$ cat src/rtl/tpll_pkg.sv
package tpll_pkg;

    localparam int REF_W = 13;

    typedef enum logic [1:0] {
        PUMP_Z  = 2'b00,
        PUMP_UP = 2'b01,
        PUMP_DN = 2'b10
    } pump_e;

    typedef enum logic [1:0] {
        BAND_FM0 = 2'b00,
        BAND_FM1 = 2'b01,
        BAND_AMH = 2'b10,
        BAND_AML = 2'b11
    } band_e;

    typedef struct packed {
        logic up;
        logic dn;
    } pfd_flags_t;

    // Reference period in clock cycles for a 4.5 MHz crystal
    function automatic logic [REF_W-1:0] ref_ratio(input logic [3:0] code);
        case (code)
            4'd0:    ref_ratio = REF_W'(4500);
            4'd1:    ref_ratio = REF_W'(1500);
            4'd2:    ref_ratio = REF_W'(1440);
            4'd3:    ref_ratio = REF_W'(900);
            4'd4:    ref_ratio = REF_W'(720);
            4'd5:    ref_ratio = REF_W'(500);
            4'd6:    ref_ratio = REF_W'(450);
            4'd7:    ref_ratio = REF_W'(360);
            4'd8:    ref_ratio = REF_W'(180);
            4'd9:    ref_ratio = REF_W'(150);
            4'd10:   ref_ratio = REF_W'(90);
            default: ref_ratio = REF_W'(45);
        endcase
    endfunction

    function automatic pump_e flags_to_pump(input pfd_flags_t f);
        if (f.up)      flags_to_pump = PUMP_UP;
        else if (f.dn) flags_to_pump = PUMP_DN;
        else           flags_to_pump = PUMP_Z;
    endfunction

endpackage

$ cat src/rtl/tpll_ref_div.sv
module tpll_ref_div
    import tpll_pkg::*;
(
    input  logic       clk,
    input  logic       rst,
    input  logic       stop,
    input  logic [3:0] ref_code,
    output logic       ref_strobe
);
    logic [REF_W-1:0] cnt;
    logic [REF_W-1:0] period_m1;

    always_comb period_m1 = ref_ratio(ref_code) - REF_W'(1);

    always_ff @(posedge clk) begin
        if (rst || stop) begin
            cnt        <= period_m1;
            ref_strobe <= 1'b0;
        end else begin
            ref_strobe <= (cnt == '0);
            cnt        <= (cnt == '0) ? period_m1 : cnt - REF_W'(1);
        end
    end
endmodule

$ cat src/rtl/tpll_lo_div.sv
module tpll_lo_div
    import tpll_pkg::*;
#(
    parameter int N_W = 16
) (
    input  logic           clk,
    input  logic           rst,
    input  logic           stop,
    input  logic           lo_tick,
    input  logic [1:0]     band,
    input  logic [N_W-1:0] div_word,
    output logic           div_strobe
);
    logic [4:0]     pre_cnt;
    logic [3:0]     swl_cnt;
    logic [N_W-1:0] main_cnt;
    logic           half;

    logic           fm_mode;
    logic [N_W-1:0] reload;
    logic [3:0]     swl_reload;
    logic [4:0]     pre_term;
    logic           pre_wrap;
    logic           am_evt;
    logic           main_evt;
    logic           last;

    always_comb begin
        fm_mode    = (band_e'(band) == BAND_FM0) || (band_e'(band) == BAND_FM1);
        reload     = fm_mode ? N_W'(div_word[N_W-1:4]) : div_word;
        swl_reload = fm_mode ? div_word[3:0] : 4'd0;
        // prescaler divides by 17 while swallow count remains, else by 16
        pre_term   = (swl_cnt != 4'd0) ? 5'd16 : 5'd15;
        pre_wrap   = lo_tick && (pre_cnt == pre_term);
        am_evt     = lo_tick && ((band_e'(band) == BAND_AMH) ? half : 1'b1);
        main_evt   = fm_mode ? pre_wrap : am_evt;
        last       = (main_cnt <= N_W'(1));
    end

    always_ff @(posedge clk) begin
        if (rst || stop) begin
            pre_cnt    <= '0;
            swl_cnt    <= swl_reload;
            main_cnt   <= reload;
            half       <= 1'b0;
            div_strobe <= 1'b0;
        end else begin
            div_strobe <= main_evt && last;
            if (lo_tick) begin
                half    <= ~half;
                pre_cnt <= pre_wrap ? 5'd0 : pre_cnt + 5'd1;
            end
            if (main_evt) begin
                if (last) begin
                    main_cnt <= reload;
                    swl_cnt  <= swl_reload;
                end else begin
                    main_cnt <= main_cnt - N_W'(1);
                    if (swl_cnt != 4'd0) swl_cnt <= swl_cnt - 4'd1;
                end
            end
        end
    end
endmodule

$ cat src/rtl/tpll_pfd.sv
module tpll_pfd
    import tpll_pkg::*;
(
    input  logic  clk,
    input  logic  rst,
    input  logic  stop,
    input  logic  ref_strobe,
    input  logic  div_strobe,
    output pump_e pump
);
    pfd_flags_t flags, flags_nx;

    always_comb begin
        flags_nx.up = flags.up | div_strobe;
        flags_nx.dn = flags.dn | ref_strobe;
        if (flags_nx.up && flags_nx.dn) flags_nx = '0;
    end

    always_ff @(posedge clk) begin
        if (rst || stop) flags <= '0;
        else             flags <= flags_nx;
    end

    always_comb pump = flags_to_pump(flags);
endmodule

$ cat src/rtl/tpll_lock_mon.sv
module tpll_lock_mon
    import tpll_pkg::*;
#(
    parameter int LIMIT = 8
) (
    input  logic  clk,
    input  logic  rst,
    input  pump_e pump,
    input  logic  ack,
    output logic  unlock
);
    localparam int CW = $clog2(LIMIT + 1);

    logic [CW-1:0] run_cnt;
    logic          hit;

    always_comb hit = (pump != PUMP_Z) && (run_cnt == CW'(LIMIT - 1));

    always_ff @(posedge clk) begin
        if (rst) begin
            run_cnt <= '0;
            unlock  <= 1'b0;
        end else begin
            if (pump == PUMP_Z)             run_cnt <= '0;
            else if (run_cnt != CW'(LIMIT)) run_cnt <= run_cnt + CW'(1);
            unlock <= hit | (unlock & ~ack);
        end
    end
endmodule

$ cat src/rtl/tune_pll_pd.sv
module tune_pll_pd
    import tpll_pkg::*;
#(
    parameter int N_W          = 16,
    parameter int UNLOCK_LIMIT = 8
) (
    input  logic           clk,
    input  logic           rst,
    input  logic           lo_tick,
    input  logic [N_W-1:0] div_word,
    input  logic [1:0]     band_sel,
    input  logic [3:0]     ref_sel,
    input  logic           pll_stop,
    input  logic           unlock_ack,
    output logic [1:0]     pump_drive,
    output logic           unlock,
    output logic           ref_strobe,
    output logic           div_strobe
);
    pump_e pump;

    tpll_ref_div u_ref (
        .clk(clk), .rst(rst), .stop(pll_stop),
        .ref_code(ref_sel), .ref_strobe(ref_strobe)
    );

    tpll_lo_div #(.N_W(N_W)) u_lo (
        .clk(clk), .rst(rst), .stop(pll_stop), .lo_tick(lo_tick),
        .band(band_sel), .div_word(div_word), .div_strobe(div_strobe)
    );

    tpll_pfd u_pfd (
        .clk(clk), .rst(rst), .stop(pll_stop),
        .ref_strobe(ref_strobe), .div_strobe(div_strobe), .pump(pump)
    );

    tpll_lock_mon #(.LIMIT(UNLOCK_LIMIT)) u_lock (
        .clk(clk), .rst(rst), .pump(pump), .ack(unlock_ack), .unlock(unlock)
    );

    assign pump_drive = pump;
endmodule

$ cat config.mk
export PLATFORM = sky130hd
export DESIGN_NAME = tune_pll_pd
export DESIGN_NICKNAME = d
export VERILOG_FILES = /design/src/rtl/tpll_pkg.sv /design/src/rtl/tpll_ref_div.sv /design/src/rtl/tpll_lo_div.sv /design/src/rtl/tpll_pfd.sv /design/src/rtl/tpll_lock_mon.sv /design/src/rtl/tune_pll_pd.sv
export SDC_FILE = /design/constraint.sdc
export NUM_CORES = 1
export LEC_CHECK = 0
export BUFFER_PORTS_ARGS = -buffer_cell sky130_fd_sc_hd__buf_4
export CAP_MARGIN = 20
export CORE_ASPECT_RATIO = 0.8
export CORE_UTILIZATION = 55
export CTS_BUF_LIST = sky130_fd_sc_hd__clkbuf_4
export DETAILED_ROUTE_END_ITERATION = 7
export HOLD_SLACK_MARGIN = 0.15
export PLACE_DENSITY = 0.77
export SYNTH_ARGS = -nofsm -noshare
export SYNTH_HDL_FRONTEND = slang
export SYNTH_SLANG_ARGS = --single-unit
export TNS_END_PERCENT = 20
$ cat constraint.sdc
create_clock -name clk -period 2.25 [get_ports clk]
set_input_delay 0.45 -clock clk [delete_from_list [all_inputs] [get_ports clk]]
set_output_delay 0.45 -clock clk [all_outputs]
set_load 0.01 [all_outputs]
After elaboration in Yosys (flattened, before gate mapping)
Memory sizes are Yosys's and may differ from the RTL's.
Index checks and enable logic that the tools add are counted.

storage, ports and cells
  output and inout port bits = 5
  memory bits (read-only) = 192
  logic and storage cells = 64
  memories = 1
  register bits = 48

memory list
  memory            words  bits a word  read ports  clocked after memory_dff  wr ports  line            RTL
  (name not given)  16     12           1           0                         0         tpll_pkg.sv:25  case (code)

operators by class
  bitwise logic cells = 6
  equal/unequal tests = 5
  add/subtract/negate cells = 6
  muxes and demuxes = 17
  reductions and logical operators = 17
  order comparisons = 1

operators by type and width
  kind                                                                     count
  16-bit two-way mux                                                       4
  13-bit two-way mux                                                       2
  13-bit by 1-bit subtractor with 13-bit output (second input constant)    2
  4-bit two-way mux                                                        5
  16-bit by 1-bit <= comparator with 1-bit output (second input constant)  1
  16-bit by 1-bit subtractor with 16-bit output (second input constant)    1
  13-bit logical NOT                                                       1
  5-bit two-way mux                                                        2
  5-bit by 1-bit adder with 5-bit output (second input constant)           1
  5-bit == test                                                            1
  1-bit logical AND                                                        5
  4-bit by 1-bit adder with 4-bit output (second input constant)           1
  4-bit by 3-bit == test with 1-bit output (second input constant)         1
  2-bit logical NOT                                                        2
  2-bit two-way mux                                                        2
  4-bit != test (second input constant)                                    1
  2-bit nonzero test                                                       2
  4-bit nonzero test                                                       1
  2-bit OR reduction                                                       2
  4-bit by 1-bit subtractor with 4-bit output (second input constant)      1
  1-bit bitwise OR                                                         3
  3-bit nonzero test                                                       1
  2-bit by 1-bit == test with 1-bit output (second input constant)         1
  2-bit == test (second input constant)                                    1
  5 further kinds                                                          8

Depth between registers and ports, before layout
  depth after elaboration = 7
  gate-level depth with buffers = 9

Hierarchy
Synthesis repeated with hierarchy kept, for this count alone.

unflattened totals
  cell total of the unflattened synthesis = 333
  area total of the unflattened synthesis = 3072.9 um^2

by module, submodules not included
  module         area each (um^2)  sequential area each (um^2)  times used  cells each
  tpll_lo_div    1691.6            740.7                        1           176
  tpll_ref_div   1043.5            280.3                        1           123
  tpll_lock_mon  256.5             100.1                        1           26
  tpll_pfd       81.3              40.0                         1           8

Worst setup path before layout
OpenSTA, ideal clock, no wires.

  path kind = register to register
  start point = register u_lo.swl_cnt[0]
  end point = register u_lo.main_cnt[0] (enable)
  cell stages (with the launch flop) = 7
  clock period less this slack = 2.331 ns
  arrival = 1.959 ns
  library setup time = 0.372 ns
  required time = 1.878 ns
  path buffers = 0
  setup slack = -0.081 ns
  path through = edfxtp_1 inv_1 ha_1 or3b_2 o31ai_1 o221ai_1 nand2_1

on the way
  cells in the longest elaborated chain, start to end = 6

RTL lines
  item                                 line               RTL
  start: declaration                   tpll_lo_div.sv:15  logic [3:0] swl_cnt;
  start signal: assignment             tpll_lo_div.sv:43  swl_cnt <= swl_reload;
  start signal: assignment             tpll_lo_div.sv:56  swl_cnt <= swl_reload;
  start signal: assignment             tpll_lo_div.sv:59  if (swl_cnt != 4'd0) swl_cnt <= swl_cnt - 4'd1;
  4-bit nonzero test                   tpll_lo_div.sv:33  pre_term = (swl_cnt != 4'd0) ? 5'd16 : 5'd15;
  5-bit two-way mux                    tpll_lo_div.sv:33
  5-bit == test                        tpll_lo_div.sv:34  pre_wrap = lo_tick && (pre_cnt == pre_term);
  1-bit logical AND                    tpll_lo_div.sv:34
  1-bit two-way mux                    tpll_lo_div.sv:36  main_evt = fm_mode ? pre_wrap : am_evt;
  2-bit nonzero test (no source line)  -
  end signal: assignment               tpll_lo_div.sv:44  main_cnt <= reload;
  end signal: assignment               tpll_lo_div.sv:55  main_cnt <= reload;
  end signal: assignment               tpll_lo_div.sv:58  main_cnt <= main_cnt - N_W'(1);
  end: declaration                     tpll_lo_div.sv:16  logic [N_W-1:0] main_cnt;

Every way passes these cells.
A chain may end at the register's enable or synchronous reset.

Worst setup path in the final report
  start point = register u_lo.swl_cnt[0]
  end point = register u_lo.swl_cnt[0] (enable)

on the way
  cells in the longest elaborated chain, start to end = 7
  elaborated cells on any way between the ends = 8
  classes of those cells = 1 x eq/ne; 2 x mux; 5 x reduce/logical

RTL lines
  item                                      line
  4-bit nonzero test (*)                    tpll_lo_div.sv:33, tpll_lo_div.sv:59
  5-bit two-way mux                         tpll_lo_div.sv:33
  5-bit == test                             tpll_lo_div.sv:34
  1-bit logical AND                         tpll_lo_div.sv:34
  1-bit two-way mux                         tpll_lo_div.sv:36
  2-bit nonzero test (no source line)       -
  2-bit AND reduction (no source line) (*)  -

Every way passes the cells marked *; elsewhere a longest branch is shown, timed or not.

==> results.ini <==
[detailed_routing]
via_per_inst = 5.54
wl_per_cell_um = 13.7
wirelength_mm = 5.71
drt_pass1_iterations = 4
drt_iter0_drc = 147
num_vias = 2305
ant_nets = 0
drc = 0

[sta]
max_clock_freq_ghz = 0.453
drv_slew = 0
worst_slew_pin_slew_ns = 0.431
relSlewSlack_pct = 71.0
period_share_pct = 98.1
tns_ns = 0
hold_viol = 0
fin_ws_ns = 0.0433
setup_viol = 0
fin_crit_ns = 2.21
skew_ns = 0.0277

[clocking]
cts.clk_slew.worst_paths_ns = 0.16
hold_buffers = 0
cts_tree = built
numCtsBuffers = 5
clockBufferDepth = 2
clock_latency_ns = 0.38
root_buffer = clkbuf_4
htreeDepth = 2
cts.sinks = 48

[worst_setup_path]
cp-startpoint = u_lo.swl_cnt[0]
crit_path_max_fanout = 4
cp.arrival_ns = 2.33
crit_buf_inv = 2
crit_required_ns = 2.37
worstSetupStartpointType = register
crit_chain = inv_1 > ha_1 > or3b_2 > o31ai_2 > o221ai_2 > a21oi_1 > buf_4
critPathSlowestCell = or3b_2
r2r-start = u_lo.swl_cnt[0]
crit_family = compound AO/OA/AOI/OAI gates
worst_setup_path_end_kind = register
path_class = register to register
cp_slowest_stage_delay_ns = 0.47

[synth]
yosysSeqAreaShare_pct = 39.9
synth_compound_area_share_pct = 11.4
synth_xor_area_share_pct = 10.5
synth_ff_type = dfxtp_1
netlist_area_sq_um = 2910
synth.area.top_cells = edfxtp_1 (21%), dfxtp_1 (19%), ha_1 (6.0%)
yosys_warnings = 0
synth-simple-area-share_pct = 21.8
syn_inst = 315
synthArstFlopShare_pct = 0
synth_top_family_by_area = simple AND/OR/NAND/NOR gates
synth.largest_area_cell = edfxtp_1
synth_nets = 356
synth-edff-count = 20
synth_seq_cells = 48
ys_types = 50
syn_avg_cell_area_sq_um = 9.25
synthMuxAreaShare_pct = 6.44
post-synth-top-area-fraction_pct = 20.6
yosys.area_share.adder_pct = 6.01

[global_route]
grt_overflow = 0
first_global_vias = 2097
antenna_found_initial = 0
grt_pass1_wl_mm = 9.47
grt_usage_pct = 21.4
grt_max_degree = 23

[floorplanning]
die_width_um = 83.4
die-area_sq_um = 5590
io-pin-count = 32
core-area_sq_um = 5060
die-height_um = 67.1
num_rows = 23
initial_core_util_pct = 57.5

[power_and_ir_drop]
ir_drop_mv = 0.497
powerDensity_nw_per_um2 = 555
leakage_nw = 1.33

[placed_design]
dp_cells = 407
pre_cts_ws_ns = -0.0145
gp_congestion = 0.853
portBuffers = 31
place_hpwl_mm = 4.43

[hold_path]
worstHoldStart = unlock_ack
worst_hold_path_type = primary input to register

[cells_and_area]
fill_cells = 439
layout-drive-gt1-share_pct = 20.3
instances_no_fill = 416
fin_nets = 394
fin_util_pct = 66.2
area_growth_pct = 15.1
diodes = 0

[run]
cap_viol_max_count = 0

[outcome]
status = finished, final reports clean

[kinds of logic (layout without fill, tap and decap cells)]
logic type               after synthesis  after routing
AO/OA/AOI/OAI                         55             55
XOR/XNOR                              35             35
adder cells (fa/ha/maj)               14             14
buffers and inverters                 27             66
flip-flops                            48             48
multiplexers                          18             18
AND/OR/NAND/NOR                      118            118
[cells in the mapped netlist, types with 3 or more instances]
cell type  instances
a21oi_1           16
buf_2              8
clkbuf_1           3
dfxtp_1           28
edfxtp_1          20
ha_1              14
inv_1             14
mux2_2             6
mux2i_1           12
nand2_1           18
nand2b_1           4
nand3_1           10
nand3b_1           5
nand4_1            5
nor2_1            40
nor2b_1            3
nor3_1             8
nor3b_1            4
nor4_1             6
o21ai_0           18
xnor2_1           20
xor2_1            15
[repair_timing]
item                                    CTS  global route
buffers inserted                          0             1
pin swaps                                 1             0
resized for setup                         0             2
endpoints found under the setup margin   20            20
[metal layers]
layer	wire length, um	track usage (%)
met5	0	0
met4	41	6.03
met3	245	4.34
met2	2530	32.8
met1	2900	30.6
[power breakdown]
group | internal (W) | total (W) | leakage (nW) | switching (W)
Clock | 0.000121 | 0.000402 | 0.0330 | 0.000281
Combinational | 0.000196 | 0.000390 | 0.853 | 0.000193
Sequential | 0.000994 | 0.00107 | 0.439 | 0.0000751
Total | 0.00131 | 0.00186 | 1.33 | 0.000549
[sequential cells by signal, indices dropped and copies added, names as in the netlist]
name	count
u_lo.div_strobe	1
u_lo.half	1
u_lo.main_cnt	16
u_lo.pre_cnt	5
u_lo.swl_cnt	4
u_lock.run_cnt	4
u_lock.unlock	1
u_pfd.flags	2
u_ref.cnt	13
u_ref.ref_strobe	1
[final cells by class]
type	count	area, sq um	share of cell area [%]
Clock buffer	5	37.5	1.12
Clock inverter	3	17.5	0.523
Inverter	14	52.6	1.57
Multi-Input combinational cell	240	1650	49.2
Sequential cell	48	1160	34.6
Tap cell	62	77.6	2.31
Timing Repair Buffer	44	355	10.6
[through the flow]
stage	cell area (sq um)	hold slack (ns)	total power (W)
3_5_place_dp	3280	0.458	0.00147
5_1_grt	3350	0.213	0.00197
4_1_cts	3330	0.236	0.00187
2_1_floorplan	2920	0.463	0.00133
3_3_place_gp	3280	0.451	0.00145
6_report	3350	0.248	0.00186
[worst register-to-register path, cell delays in order, from the launching register on]
cell and delay (ns):
edfxtp_1 0.44, inv_1 0.08, ha_1 0.16, or3b_2 0.47, o31ai_2 0.31, o221ai_2 0.17, a21oi_1 0.17, buf_4 0.15
[worst paths after layout]
| check | slack, ns | endpoint | depth (start not counted) |
|---|---|---|---|
| worst max-delay path | 0.04 | u_lo.swl_cnt[0] | 7 |
| worst min-delay path | 0.25 | u_lock.unlock | 2 |
| worst max register to register | 0.04 | u_lo.swl_cnt[0] | 7 |
| worst min register to register | 0.50 | u_pfd.flags[0] | 1 |
[cells in the final DEF (no fill, tap or decap), types with 3 or more instances in the layout]
cell | synthesis | layout
nor2b_1 | 3 | 3
ha_1 | 14 | 14
nor3_1 | 8 | 8
xor2_1 | 15 | 15
inv_1 | 14 | 14
mux2_2 | 6 | 6
mux2i_1 | 12 | 12
nand2b_1 | 4 | 4
edfxtp_1 | 20 | 20
a21oi_1 | 16 | 16
nand4_1 | 5 | 5
nor3b_1 | 4 | 4
dfxtp_1 | 28 | 28
nor4_1 | 6 | 6
nand2_1 | 18 | 17
clkbuf_4 | 0 | 5
o21ai_0 | 18 | 18
nand3b_1 | 5 | 5
xnor2_1 | 20 | 20
nor2_1 | 40 | 40
nand3_1 | 10 | 10
buf_4 | 1 | 42
Power figures use the tool's default switching activity.
